===== config.mk =====
export PLATFORM = sky130hd
export DESIGN_NAME = dmx_relay_rx
export DESIGN_NICKNAME = d
export VERILOG_FILES = /design/src/rtl/dmx_rx_pkg.sv /design/src/rtl/dmx_line_sampler.sv /design/src/rtl/dmx_byte_rx.sv /design/src/rtl/dmx_frame_ctl.sv /design/src/rtl/dmx_relay_rx.sv
export SDC_FILE = /design/constraint.sdc
export NUM_CORES = 1
export LEC_CHECK = 0
export BUFFER_PORTS_ARGS = -buffer_cell sky130_fd_sc_hd__clkbuf_2
export CAP_MARGIN = 20
export CORE_UTILIZATION = 40
export CTS_CLUSTER_DIAMETER = 100
export DETAILED_ROUTE_END_ITERATION = 8
export SKIP_CTS_REPAIR_TIMING = 1
export SKIP_LAST_GASP = 1
export SYNTH_ARGS = -nofsm -noshare
export SYNTH_HDL_FRONTEND = slang
export SYNTH_HIERARCHICAL = 1
export SYNTH_SLANG_ARGS = --single-unit

===== constraint.sdc =====
create_clock -name clk -period 7.6 [get_ports clk]
set_clock_uncertainty 0.1 [all_clocks]
set_input_delay 1.14 -clock clk [delete_from_list [all_inputs] [get_ports clk]]
set_output_delay 1.14 -clock clk [all_outputs]
set_load 0.02 [all_outputs]

===== src/rtl/dmx_rx_pkg.sv =====
// Shared types for the DMX relay receiver.
// Assumes: nothing beyond IEEE 1800-2017.
package dmx_rx_pkg;

    // Byte receiver states
    typedef enum logic [1:0] {
        RX_WAIT_MARK = 2'd0,   // waiting for one full bit of mark before re-arming
        RX_HUNT      = 2'd1,   // armed, looking for a falling edge
        RX_RECV      = 2'd2    // shifting a slot in
    } rx_state_e;

    // Event produced by the byte receiver, one cycle wide
    typedef struct packed {
        logic       byte_stb;  // good byte with valid stop bit
        logic       brk_stb;   // break (all-zero byte, missing stop)
        logic       ferr_stb;  // framing error (nonzero byte, missing stop)
        logic [7:0] data;      // received byte
    } rx_evt_t;

endpackage


===== src/rtl/dmx_line_sampler.sv =====
// Line sampler: brings the asynchronous serial line into the clock domain
// and produces one sample strobe per oversampling tick.
// Assumes: CLKS_PER_TICK clocks make one tick (1/16 of a bit).
module dmx_line_sampler #(
    parameter int CLKS_PER_TICK = 25
) (
    input  logic clk,
    input  logic rst_n,
    input  logic rx_line,
    output logic smp_en,
    output logic smp
);
    localparam int TICK_W = (CLKS_PER_TICK > 1) ? $clog2(CLKS_PER_TICK) : 1;

    logic [1:0]        sync_q;
    logic [TICK_W-1:0] tick_cnt;

    // Two-stage synchroniser; resets to mark (idle high)
    always_ff @(posedge clk) begin
        if (!rst_n) sync_q <= 2'b11;
        else        sync_q <= {sync_q[0], rx_line};
    end

    // Tick divider and sample register
    always_ff @(posedge clk) begin
        if (!rst_n) begin
            tick_cnt <= '0;
            smp_en   <= 1'b0;
            smp      <= 1'b1;
        end else if (tick_cnt == TICK_W'(CLKS_PER_TICK - 1)) begin
            tick_cnt <= '0;
            smp_en   <= 1'b1;
            smp      <= sync_q[1];
        end else begin
            tick_cnt <= tick_cnt + 1'b1;
            smp_en   <= 1'b0;
        end
    end

endmodule


===== src/rtl/dmx_byte_rx.sv =====
// Byte receiver: turns the sample stream into byte, break and framing-error
// events. It re-arms the start-bit search only after a valid stop bit, or
// after OVS consecutive high samples following a missing stop bit.
// Assumes: OVS is a power of two, at least 4.
module dmx_byte_rx
    import dmx_rx_pkg::*;
#(
    parameter int OVS = 16
) (
    input  logic    clk,
    input  logic    rst_n,
    input  logic    smp_en,
    input  logic    smp,
    output rx_evt_t evt
);
    localparam int PH_W     = $clog2(OVS);
    localparam int MC_W     = $clog2(OVS + 1);
    localparam int MID      = OVS / 2 + 1;   // last of the three middle samples
    localparam int STOP_IDX = 9;             // bit index of the first stop bit

    rx_state_e     state;
    logic [PH_W-1:0] ph;
    logic [3:0]    bit_idx;
    logic [1:0]    win;                      // two previous samples
    logic [MC_W-1:0] mark_cnt;
    logic [7:0]    shreg;
    logic          maj;

    // Majority of the two previous samples and the current one
    always_comb maj = (win[1] & win[0]) | (win[1] & smp) | (win[0] & smp);

    // Receive state machine
    always_ff @(posedge clk) begin
        if (!rst_n) begin
            state    <= RX_WAIT_MARK;
            ph       <= '0;
            bit_idx  <= '0;
            win      <= 2'b11;
            mark_cnt <= '0;
            shreg    <= '0;
            evt      <= '0;
        end else begin
            evt.byte_stb <= 1'b0;
            evt.brk_stb  <= 1'b0;
            evt.ferr_stb <= 1'b0;
            if (smp_en) begin
                win <= {win[0], smp};
                case (state)
                    RX_WAIT_MARK: begin
                        if (!smp)                                 mark_cnt <= '0;
                        else if (mark_cnt == MC_W'(OVS - 1)) begin
                            state    <= RX_HUNT;
                            mark_cnt <= '0;
                        end else                                  mark_cnt <= mark_cnt + 1'b1;
                    end
                    RX_HUNT: begin
                        if (!smp) begin
                            state   <= RX_RECV;
                            ph      <= PH_W'(1);
                            bit_idx <= '0;
                        end
                    end
                    RX_RECV: begin
                        ph <= ph + 1'b1;
                        if (ph == PH_W'(MID)) begin
                            if (bit_idx == 4'd0) begin
                                if (maj) state <= RX_HUNT;   // false start
                                else     bit_idx <= 4'd1;
                            end else if (bit_idx != 4'(STOP_IDX)) begin
                                shreg   <= {maj, shreg[7:1]};
                                bit_idx <= bit_idx + 1'b1;
                            end else if (maj) begin
                                evt.byte_stb <= 1'b1;
                                evt.data     <= shreg;
                                state        <= RX_HUNT;
                            end else begin
                                evt.brk_stb  <= (shreg == 8'h00);
                                evt.ferr_stb <= (shreg != 8'h00);
                                evt.data     <= shreg;
                                state        <= RX_WAIT_MARK;
                                mark_cnt     <= '0;
                            end
                        end
                    end
                    default: state <= RX_WAIT_MARK;
                endcase
            end
        end
    end

    // at most one kind of event per cycle
    p_single_event_r2: assert property (@(posedge clk) disable iff (!rst_n)
        $onehot0({evt.byte_stb, evt.brk_stb, evt.ferr_stb}));

    // a low sample while waiting for mark keeps the receiver disarmed
    p_low_keeps_disarmed_r4: assert property (@(posedge clk) disable iff (!rst_n)
        (state == RX_WAIT_MARK && smp_en && !smp) |=> (state == RX_WAIT_MARK));

    // bit index never passes the first stop bit
    p_bit_index_r1: assert property (@(posedge clk) disable iff (!rst_n)
        (state == RX_RECV) |-> (bit_idx <= 4'(STOP_IDX)));

endmodule


===== src/rtl/dmx_frame_ctl.sv =====
// Frame controller: counts slots from each break, checks the start code,
// stages the mapped slots and commits them to the relays once the last
// mapped slot arrives. Also keeps the framing-error count and stale timer.
// Assumes: one event at most per cycle from the byte receiver.
module dmx_frame_ctl
    import dmx_rx_pkg::*;
#(
    parameter int N_RELAY    = 8,
    parameter int MAX_SLOTS  = 512,
    parameter int THRESH     = 127,
    parameter int CNT_W      = 8,
    parameter int STALE_CLKS = 125_000_000
) (
    input  logic                               clk,
    input  logic                               rst_n,
    input  rx_evt_t                            evt,
    input  logic [$clog2(MAX_SLOTS+2)-1:0]     base_chan,
    output logic [N_RELAY-1:0]                 relay,
    output logic                               frame_valid,
    output logic                               start_code_err,
    output logic                               stale,
    output logic [CNT_W-1:0]                   ferr_count
);
    localparam int SLOT_W = $clog2(MAX_SLOTS + 2);
    localparam int IDX_W  = (N_RELAY > 1) ? $clog2(N_RELAY) : 1;
    localparam int STL_W  = $clog2(STALE_CLKS + 1);

    logic              in_frame;
    logic [SLOT_W-1:0] slot_idx;
    logic [N_RELAY-1:0] staged, stg_nx;
    logic [SLOT_W:0]   rel;
    logic              hit, last, commit;
    logic [STL_W-1:0]  stl_cnt;
    logic [N_RELAY-1:0] above;

    // Position of the current slot relative to the base channel
    always_comb begin
        rel  = {1'b0, slot_idx} - {1'b0, base_chan};
        hit  = (base_chan != '0) && (slot_idx >= base_chan) && (rel < (SLOT_W+1)'(N_RELAY));
        last = hit && (rel == (SLOT_W+1)'(N_RELAY - 1));
    end

    // Threshold compare, one per relay lane
    for (genvar g = 0; g < N_RELAY; g++) begin : g_lane
        assign above[g] = (int'(evt.data) > THRESH);
    end

    // Next staged relay pattern and commit decision
    always_comb begin
        stg_nx = staged;
        commit = 1'b0;
        if (evt.byte_stb && in_frame && slot_idx != '0 && hit) begin
            stg_nx[rel[IDX_W-1:0]] = above[rel[IDX_W-1:0]];
            commit = last;
        end
    end

    // Slot counting, start-code check and relay commit
    always_ff @(posedge clk) begin
        if (!rst_n) begin
            in_frame       <= 1'b0;
            slot_idx       <= '0;
            staged         <= '0;
            relay          <= '0;
            frame_valid    <= 1'b0;
            start_code_err <= 1'b0;
        end else begin
            frame_valid <= 1'b0;
            if (evt.brk_stb) begin
                in_frame       <= 1'b1;
                slot_idx       <= '0;
                start_code_err <= 1'b0;
            end else if (evt.ferr_stb) begin
                in_frame <= 1'b0;
            end else if (evt.byte_stb && in_frame) begin
                if (slot_idx != SLOT_W'(MAX_SLOTS + 1)) slot_idx <= slot_idx + 1'b1;
                if (slot_idx == '0 && evt.data != 8'h00) begin
                    start_code_err <= 1'b1;
                    in_frame       <= 1'b0;
                end
                staged <= stg_nx;
                if (commit) begin
                    relay       <= stg_nx;
                    frame_valid <= 1'b1;
                end
            end
        end
    end

    // Saturating framing-error counter
    always_ff @(posedge clk) begin
        if (!rst_n)                              ferr_count <= '0;
        else if (evt.ferr_stb && ferr_count != '1) ferr_count <= ferr_count + 1'b1;
    end

    // Refresh-window timer; stale from reset until the first accepted frame
    always_ff @(posedge clk) begin
        if (!rst_n) begin
            stl_cnt <= STL_W'(STALE_CLKS);
            stale   <= 1'b1;
        end else if (frame_valid) begin
            stl_cnt <= '0;
            stale   <= 1'b0;
        end else if (stl_cnt < STL_W'(STALE_CLKS)) begin
            stl_cnt <= stl_cnt + 1'b1;
        end else begin
            stale <= 1'b1;
        end
    end

    // relays change only together with the accept strobe
    p_relay_on_strobe_r7: assert property (@(posedge clk) disable iff (!rst_n)
        (relay != $past(relay)) |-> frame_valid);

    // a bad start code never coexists with an accepted frame
    p_bad_code_no_strobe_r5: assert property (@(posedge clk) disable iff (!rst_n)
        start_code_err |-> !frame_valid);

    // strobe is a single cycle
    p_strobe_width_r8: assert property (@(posedge clk) disable iff (!rst_n)
        frame_valid |=> !frame_valid);

    // error count never goes down
    p_count_monotonic_r9: assert property (@(posedge clk) disable iff (!rst_n)
        ferr_count >= $past(ferr_count));

    // an accepted frame clears the stale flag on the next cycle
    p_stale_clears_r10: assert property (@(posedge clk) disable iff (!rst_n)
        frame_valid |=> !stale);

endmodule


===== src/rtl/dmx_relay_rx.sv =====
// DMX512 relay receiver top: line sampler, byte receiver, frame controller.
// Assumes: rx_line idles high; CLKS_PER_TICK * 16 clocks make one 4 us bit.
module dmx_relay_rx
    import dmx_rx_pkg::*;
#(
    parameter int CLKS_PER_TICK = 25,
    parameter int OVS           = 16,
    parameter int N_RELAY       = 8,
    parameter int MAX_SLOTS     = 512,
    parameter int THRESH        = 127,
    parameter int CNT_W         = 8,
    parameter int STALE_CLKS    = 125_000_000
) (
    input  logic                           clk,
    input  logic                           rst_n,
    input  logic                           rx_line,
    input  logic [$clog2(MAX_SLOTS+2)-1:0] base_chan,
    output logic [N_RELAY-1:0]             relay,
    output logic                           frame_valid,
    output logic                           start_code_err,
    output logic                           stale,
    output logic [CNT_W-1:0]               ferr_count
);
    logic    smp_en;
    logic    smp;
    rx_evt_t evt;

    dmx_line_sampler #(.CLKS_PER_TICK(CLKS_PER_TICK)) u_smp (
        .clk     (clk),
        .rst_n   (rst_n),
        .rx_line (rx_line),
        .smp_en  (smp_en),
        .smp     (smp)
    );

    dmx_byte_rx #(.OVS(OVS)) u_byte (
        .clk    (clk),
        .rst_n  (rst_n),
        .smp_en (smp_en),
        .smp    (smp),
        .evt    (evt)
    );

    dmx_frame_ctl #(
        .N_RELAY    (N_RELAY),
        .MAX_SLOTS  (MAX_SLOTS),
        .THRESH     (THRESH),
        .CNT_W      (CNT_W),
        .STALE_CLKS (STALE_CLKS)
    ) u_frame (
        .clk            (clk),
        .rst_n          (rst_n),
        .evt            (evt),
        .base_chan      (base_chan),
        .relay          (relay),
        .frame_valid    (frame_valid),
        .start_code_err (start_code_err),
        .stale          (stale),
        .ferr_count     (ferr_count)
    );

endmodule


Word level (Yosys, flattened, before mapping)
Cells that the tools add are included.
{"block": "classes", "addsub": 8, "n_lt_le_gt_ge": 6, "eq_ne": 21, "mux": 42, "n_bitwise": 14, "reduce_logical": 39}
{"cell": "$mux 27", "count": 2}
{"cell": "$mux 5", "count": 6}
{"cell": "$add 27x1->27 const B", "count": 1}
{"cell": "$lt 27x27->1 const B", "count": 1}
{"cell": "$mux 4", "count": 6}
{"cell": "$reduce_bool 10->1", "count": 2}
{"cell": "$pmux 4 s2", "count": 2}
{"cell": "$reduce_bool 8->1", "count": 2}
{"cell": "$mux 2", "count": 7}
{"cell": "$mux 1", "count": 13}
{"cell": "$reduce_and 3->1", "count": 4}
{"cell": "$reduce_and 6->1", "count": 2}
{"cell": "$eq 11x3->1 const B", "count": 1}
{"cell": "$lt 11x4->1 const B", "count": 1}
{"cell": "$sub 10x10->11", "count": 1}
{"cell": "$add 10x1->10 const B", "count": 1}
{"cell": "$add 5x1->5 const B", "count": 2}
{"cell": "$ge 10x10->1", "count": 1}
{"cell": "$logic_not 10->1", "count": 1}
{"cell": "$ne 10x10->1 const B", "count": 1}
{"cell": "$ne 2x2->1 const B", "count": 5}
{"cell": "$pmux 5 s2", "count": 1}
{"cell": "$reduce_and 5->1", "count": 2}
{"cell": "$logic_and 1x1->1", "count": 9}
{"cell": "36 further kinds", "count": 56}
{"block": "word_totals", "ff_bits": 110, "input_bits": 13, "output_inout_bits": 19, "elab_cells": 154}

Logic depth before layout (Yosys ltp)
{"block": "logic_depth", "depth_word": 8, "mapped_depth": 12, "mapped_depth_nobuf": 11}

Modules after synthesis
Netlist, hierarchy kept.
{"mod": "dmx_frame_ctl", "instances": 1, "cells_each": 402, "area_each_um2": 3472.1, "seq_area_each_um2": 1281.2}
{"mod": "dmx_byte_rx", "instances": 1, "cells_each": 197, "area_each_um2": 1741.7, "seq_area_each_um2": 720.7}
{"mod": "dmx_line_sampler", "instances": 1, "cells_each": 33, "area_each_um2": 396.6, "seq_area_each_um2": 180.2}

Worst setup path before layout
Ideal clock, no wire load.
{"block": "synth_path", "kind": "input to register", "from": "input base_chan[0]", "to": "register u_frame.relay[0]", "setup_time_ps": 72, "arrival_time_ps": 3465, "required_ps": 7428, "path_slack_ps": 3963, "path_stages": 11, "path_buffers": 1, "cell_sequence": "ha_1 -> inv_1 -> fa_1 -> a21o_1 -> a221oi_2 -> o21ai_2 -> mux2_4 -> a211oi_4 -> or3_1 -> buf_6 -> mux2i_1"}
{"block": "synth_between", "elab_chain_cells": 7, "elab_cells_between_ends": 20, "classes_between": "1 x add/sub; 4 x order compare; 1 x eq/ne; 7 x mux; 7 x reduce/logical"}
{"element": "from (decl)", "line": "dmx_relay_rx.sv:17", "source": "input logic [$clog2(MAX_SLOTS+2)-1:0] base_chan,"}
{"element": "$sub 10x10->11", "line": "dmx_frame_ctl.sv:38", "source": "rel = {1'b0, slot_idx} - {1'b0, base_chan};"}
{"element": "$lt 3x4->1 (not written as such) / $ge 3x1->1 (equally long branches)", "line": "dmx_frame_ctl.sv:53", "source": "stg_nx[rel[IDX_W-1:0]] = above[rel[IDX_W-1:0]];"}
{"element": "$logic_and 1x1->1 (not written as such)", "line": "dmx_frame_ctl.sv:53"}
{"element": "$mux 1 (not written as such)", "line": "dmx_frame_ctl.sv:53"}
{"element": "$demux 1 s3"}
{"element": "$bwmux 8", "line": "dmx_frame_ctl.sv:53"}
{"element": "$mux 8", "line": "dmx_frame_ctl.sv:52", "source": "if (evt.byte_stb && in_frame && slot_idx != '0 && hit) begin"}
{"element": "to (signal assigned)", "line": "dmx_frame_ctl.sv:83", "source": "relay <= stg_nx;"}
{"element": "to (decl)", "line": "dmx_frame_ctl.sv:18", "source": "output logic [N_RELAY-1:0] relay,"}
Several ways; a longest one is shown, not always the timed one. The select of a mux whose other input is x is not followed.
A chain may end at the register's enable or synchronous reset.

Worst setup path after layout
{"block": "layout_path", "from": "input base_chan[0]", "to": "register u_frame.relay[7]"}
Same word-level chain as after synthesis.

==> flow_metrics.env <==
export IMPL_setup_tns_final_ns=0
export IMPL_hold_viol=0
export IMPL_final_layout_size_suffix_gt1_share_pct=10.8
export IMPL_min_period_ns=3.82
export IMPL_ys_flop_type="dfxtp_1"
export IMPL_min_period_over_period_pct=50.3
export IMPL_portBuffers=31
export IMPL_insertion_delay_ns=0.36
export IMPL_synthDominantCellAreaShare_pct=38.9
export IMPL_die_w_um=120
export IMPL_synth_cells=632
export IMPL_grt_pass1_wl_mm=19.6
export IMPL_worstSetupStartpointType="input pin"
export IMPL_ys_async_sr_fraction_pct=0
export IMPL_dp_slack_ns=3.40
export IMPL_avgRoutedWirePerCell_um=13.3
export IMPL_cp_cell_sequence="clkbuf_2 > ha_1 > inv_1 > fa_1 > a21o_1 > a221oi_2 > o21ai_2 > mux2_4 > a211oi_4 > or3_1 > mux2i_1"
export IMPL_synthesis_area_um2=5610
export IMPL_initialDrtViolationCount=249
export IMPL_grt_pass1_vias=4274
export IMPL_gp_congestion=0.884
export IMPL_start_util_pct=41.7
export IMPL_antenna_left=0
export IMPL_antenna_found_initial=0
export IMPL_syn_avg_cell_area_um2=8.88
export IMPL_crit_path_end_kind="flip-flop"
export IMPL_cp_data_required_time_ns=7.78
export IMPL_p_leak_nw=2.24
export IMPL_ys_types=72
export IMPL_overflow=0
export IMPL_drtPass1Iterations=4
export IMPL_cp_slowest_stage_delay_ns=0.46
export IMPL_cp_max_fo=9
export IMPL_setup_viol=0
export IMPL_synth_area_leaders="dfxtp_1 (39%), mux2i_1 (5.9%), ha_1 (5.1%)"
export IMPL_crit_family="compound AO/OA/AOI/OAI gates"
export IMPL_yosys_warnings=6
export IMPL_arrival_ns=4.00
export IMPL_tritoncts="built"
export IMPL_dpl_hpwl_mm=7.92
export IMPL_num_rows=42
export IMPL_hold_class="flip-flop to flip-flop"
export IMPL_rsz0062_at_grt="false"
export IMPL_core_area_um2=13500
export IMPL_path_buf_inv=2
export IMPL_drc=0
export IMPL_drv_slew=0
export IMPL_num_vias=4481
export IMPL_cts_buffers=9
export IMPL_fin_nets=688
export IMPL_max_freq_mhz=262
export IMPL_diodes=0
export IMPL_wl_mm=11.1
export IMPL_ys_seq_area_share_pct=38.9
export IMPL_synth_edff_count=0
export IMPL_top_level_ports=32
export IMPL_grt_max_degree=64
export IMPL_synth_fp_nets=669
export IMPL_dieArea_um2=14500
export IMPL_grt_usage_pct=16.5
export IMPL_status="completed"
export IMPL_root_buffer="clkbuf_16"
export IMPL_power_density_nw_per_um2=172
export IMPL_slowest_stage="or3_1"
export IMPL_clk_pin_slew_worst_paths_ns=0.07
export IMPL_cts_sinks=109
export IMPL_slew_headroom_pct=33.8
export IMPL_cts_buffer_depth=2
export IMPL_die_h_um=120
export IMPL_htreeDepth=3
export IMPL_path_class="input pin to flip-flop"
export IMPL_cap_violations=0
export IMPL_worst_slack_ns=3.78
export IMPL_yosys_area_top_type="dfxtp_1"
export IMPL_ir_drop_mv=0.119
export IMPL_tightest_slew_ns=0.992
export IMPL_synthToLayoutAreaGrowth_pct=9.95
export IMPL_viasPerCell=5.39
export IMPL_ys_seq_elements=109
logic make-up (layout without fill, tap and decap cells):
kind of cell / Yosys count / count (layout) / synth area share (%)
adders and majority gates: 25 / 25 / 5.69
buffers and inverters: 45 / 69 / 3.52
xor gates and xnor gates: 38 / 38 / 5.93
and+or+nand+nor: 281 / 281 / 28.1
DFF: 109 / 109 / 38.9
AOI/OAI and AO/OA: 100 / 100 / 11.7
muxes: 34 / 34 / 6.16
metrics by stage:
step	power [mW]	instances	hold slack, ns	area [um2]	util, %
finish	1.06	832	0.308	6170	45.9
global placement	0.623	816	0.294	5880	43.7
global route	1.11	832	0.328	6170	45.9
floorplan	0.614	632	0.286	5610	-
CTS	1.08	832	0.313	6170	45.9
detailed placement	0.624	816	0.296	5880	43.7
layout by cell type (no fill, tap or decap), types with 18 or more instances in the layout:
master	synthesis	final
a21oi_1	18	18
nor2b_1	19	19
nand2_1	66	66
clkbuf_2	0	31
nor2_1	37	37
xnor2_1	30	30
inv_1	19	19
o21ai_0	38	38
dfxtp_1	109	109
nand3_1	31	31
nor4_1	20	20
ha_1	23	23
mux2i_1	33	33
synth_stat cells, drive strengths merged, types with 12 or more instances:
| cell | count |
|---|---|
| nand3 | 32 |
| nand4 | 15 |
| nor2 | 37 |
| ha | 23 |
| o21ai | 41 |
| inv | 19 |
| nand2 | 66 |
| nor2b | 19 |
| nor4 | 22 |
| dfxtp | 109 |
| xnor2 | 30 |
| nand2b | 12 |
| a21oi | 20 |
| mux2i | 33 |
| nor3 | 14 |
| clkbuf | 17 |
path summary, 6_finish.rpt:
| kind | cells after the start | from | slack, ns | to |
|---|---|---|---|---|
| setup / recovery | 11 | base_chan[0] | 3.78 | u_frame/relay[7] |
| hold / removal | 1 | u_smp/sync_q[0] | 0.31 | u_smp/sync_q[1] |
| setup reg to reg | 11 | u_frame/slot_idx[0] | 4.16 | u_frame/relay[7] |
| hold reg to reg | 1 | u_smp/sync_q[0] | 0.31 | u_smp/sync_q[1] |
registers in the layout, summed over array words and instances (netlist names):
register and count:
u_byte/state 2, u_frame/stale 1, u_frame/stl_cnt 27, u_byte/ph 4, u_byte/win 2, u_frame/relay 8, u_frame/slot_idx 10, u_frame/start_code_err 1
u_byte/evt 11, u_smp/smp_en 1, u_frame/staged 7, u_frame/in_frame 1, u_smp/tick_cnt 5, u_smp/smp 1, u_smp/sync_q 2, u_byte/bit_idx 4
u_frame/frame_valid 1, u_frame/ferr_count 8, u_byte/shreg 8, u_byte/mark_cnt 5
worst register-to-register path, stage by stage (launching register included):
cell and delay, ns:
dfxtp_1 0.36, inv_1 0.12, ha_1 0.17, inv_1 0.06
fa_1 0.43, a21o_1 0.21, a221oi_2 0.35, o21ai_2 0.15
mux2_4 0.33, a211oi_4 0.39, or3_1 0.46, mux2i_1 0.25
power breakdown:
part / switching, mW / internal (mW)
registers: 0.00156 / 0.572
clock network: 0.214 / 0.236
logic: 0.0228 / 0.0137
final cells by class:
cell class                      instances  area, um2
Tap cell                              176        220
Clock buffer                           11        243
Clock inverter                          5       43.8
Timing Repair Buffer                   34        178
Multi-Input combinational cell        478       3230
Fill cell                            1343       7280
Sequential cell                       109       2180
Inverter                               19       71.3
per-layer routing:
metal / vias up / global-route usage [%] / share of wire (%)
met5: - / 0 / 0
li1: 2308 / - / -
met2: 71 / 26.4 / 45
met3: 16 / 3.92 / 3.5
met4: 0 / 6.64 / 1.7
met1: 2086 / 21.3 / 50
No activity file was read; power rests on OpenSTA's default activity.
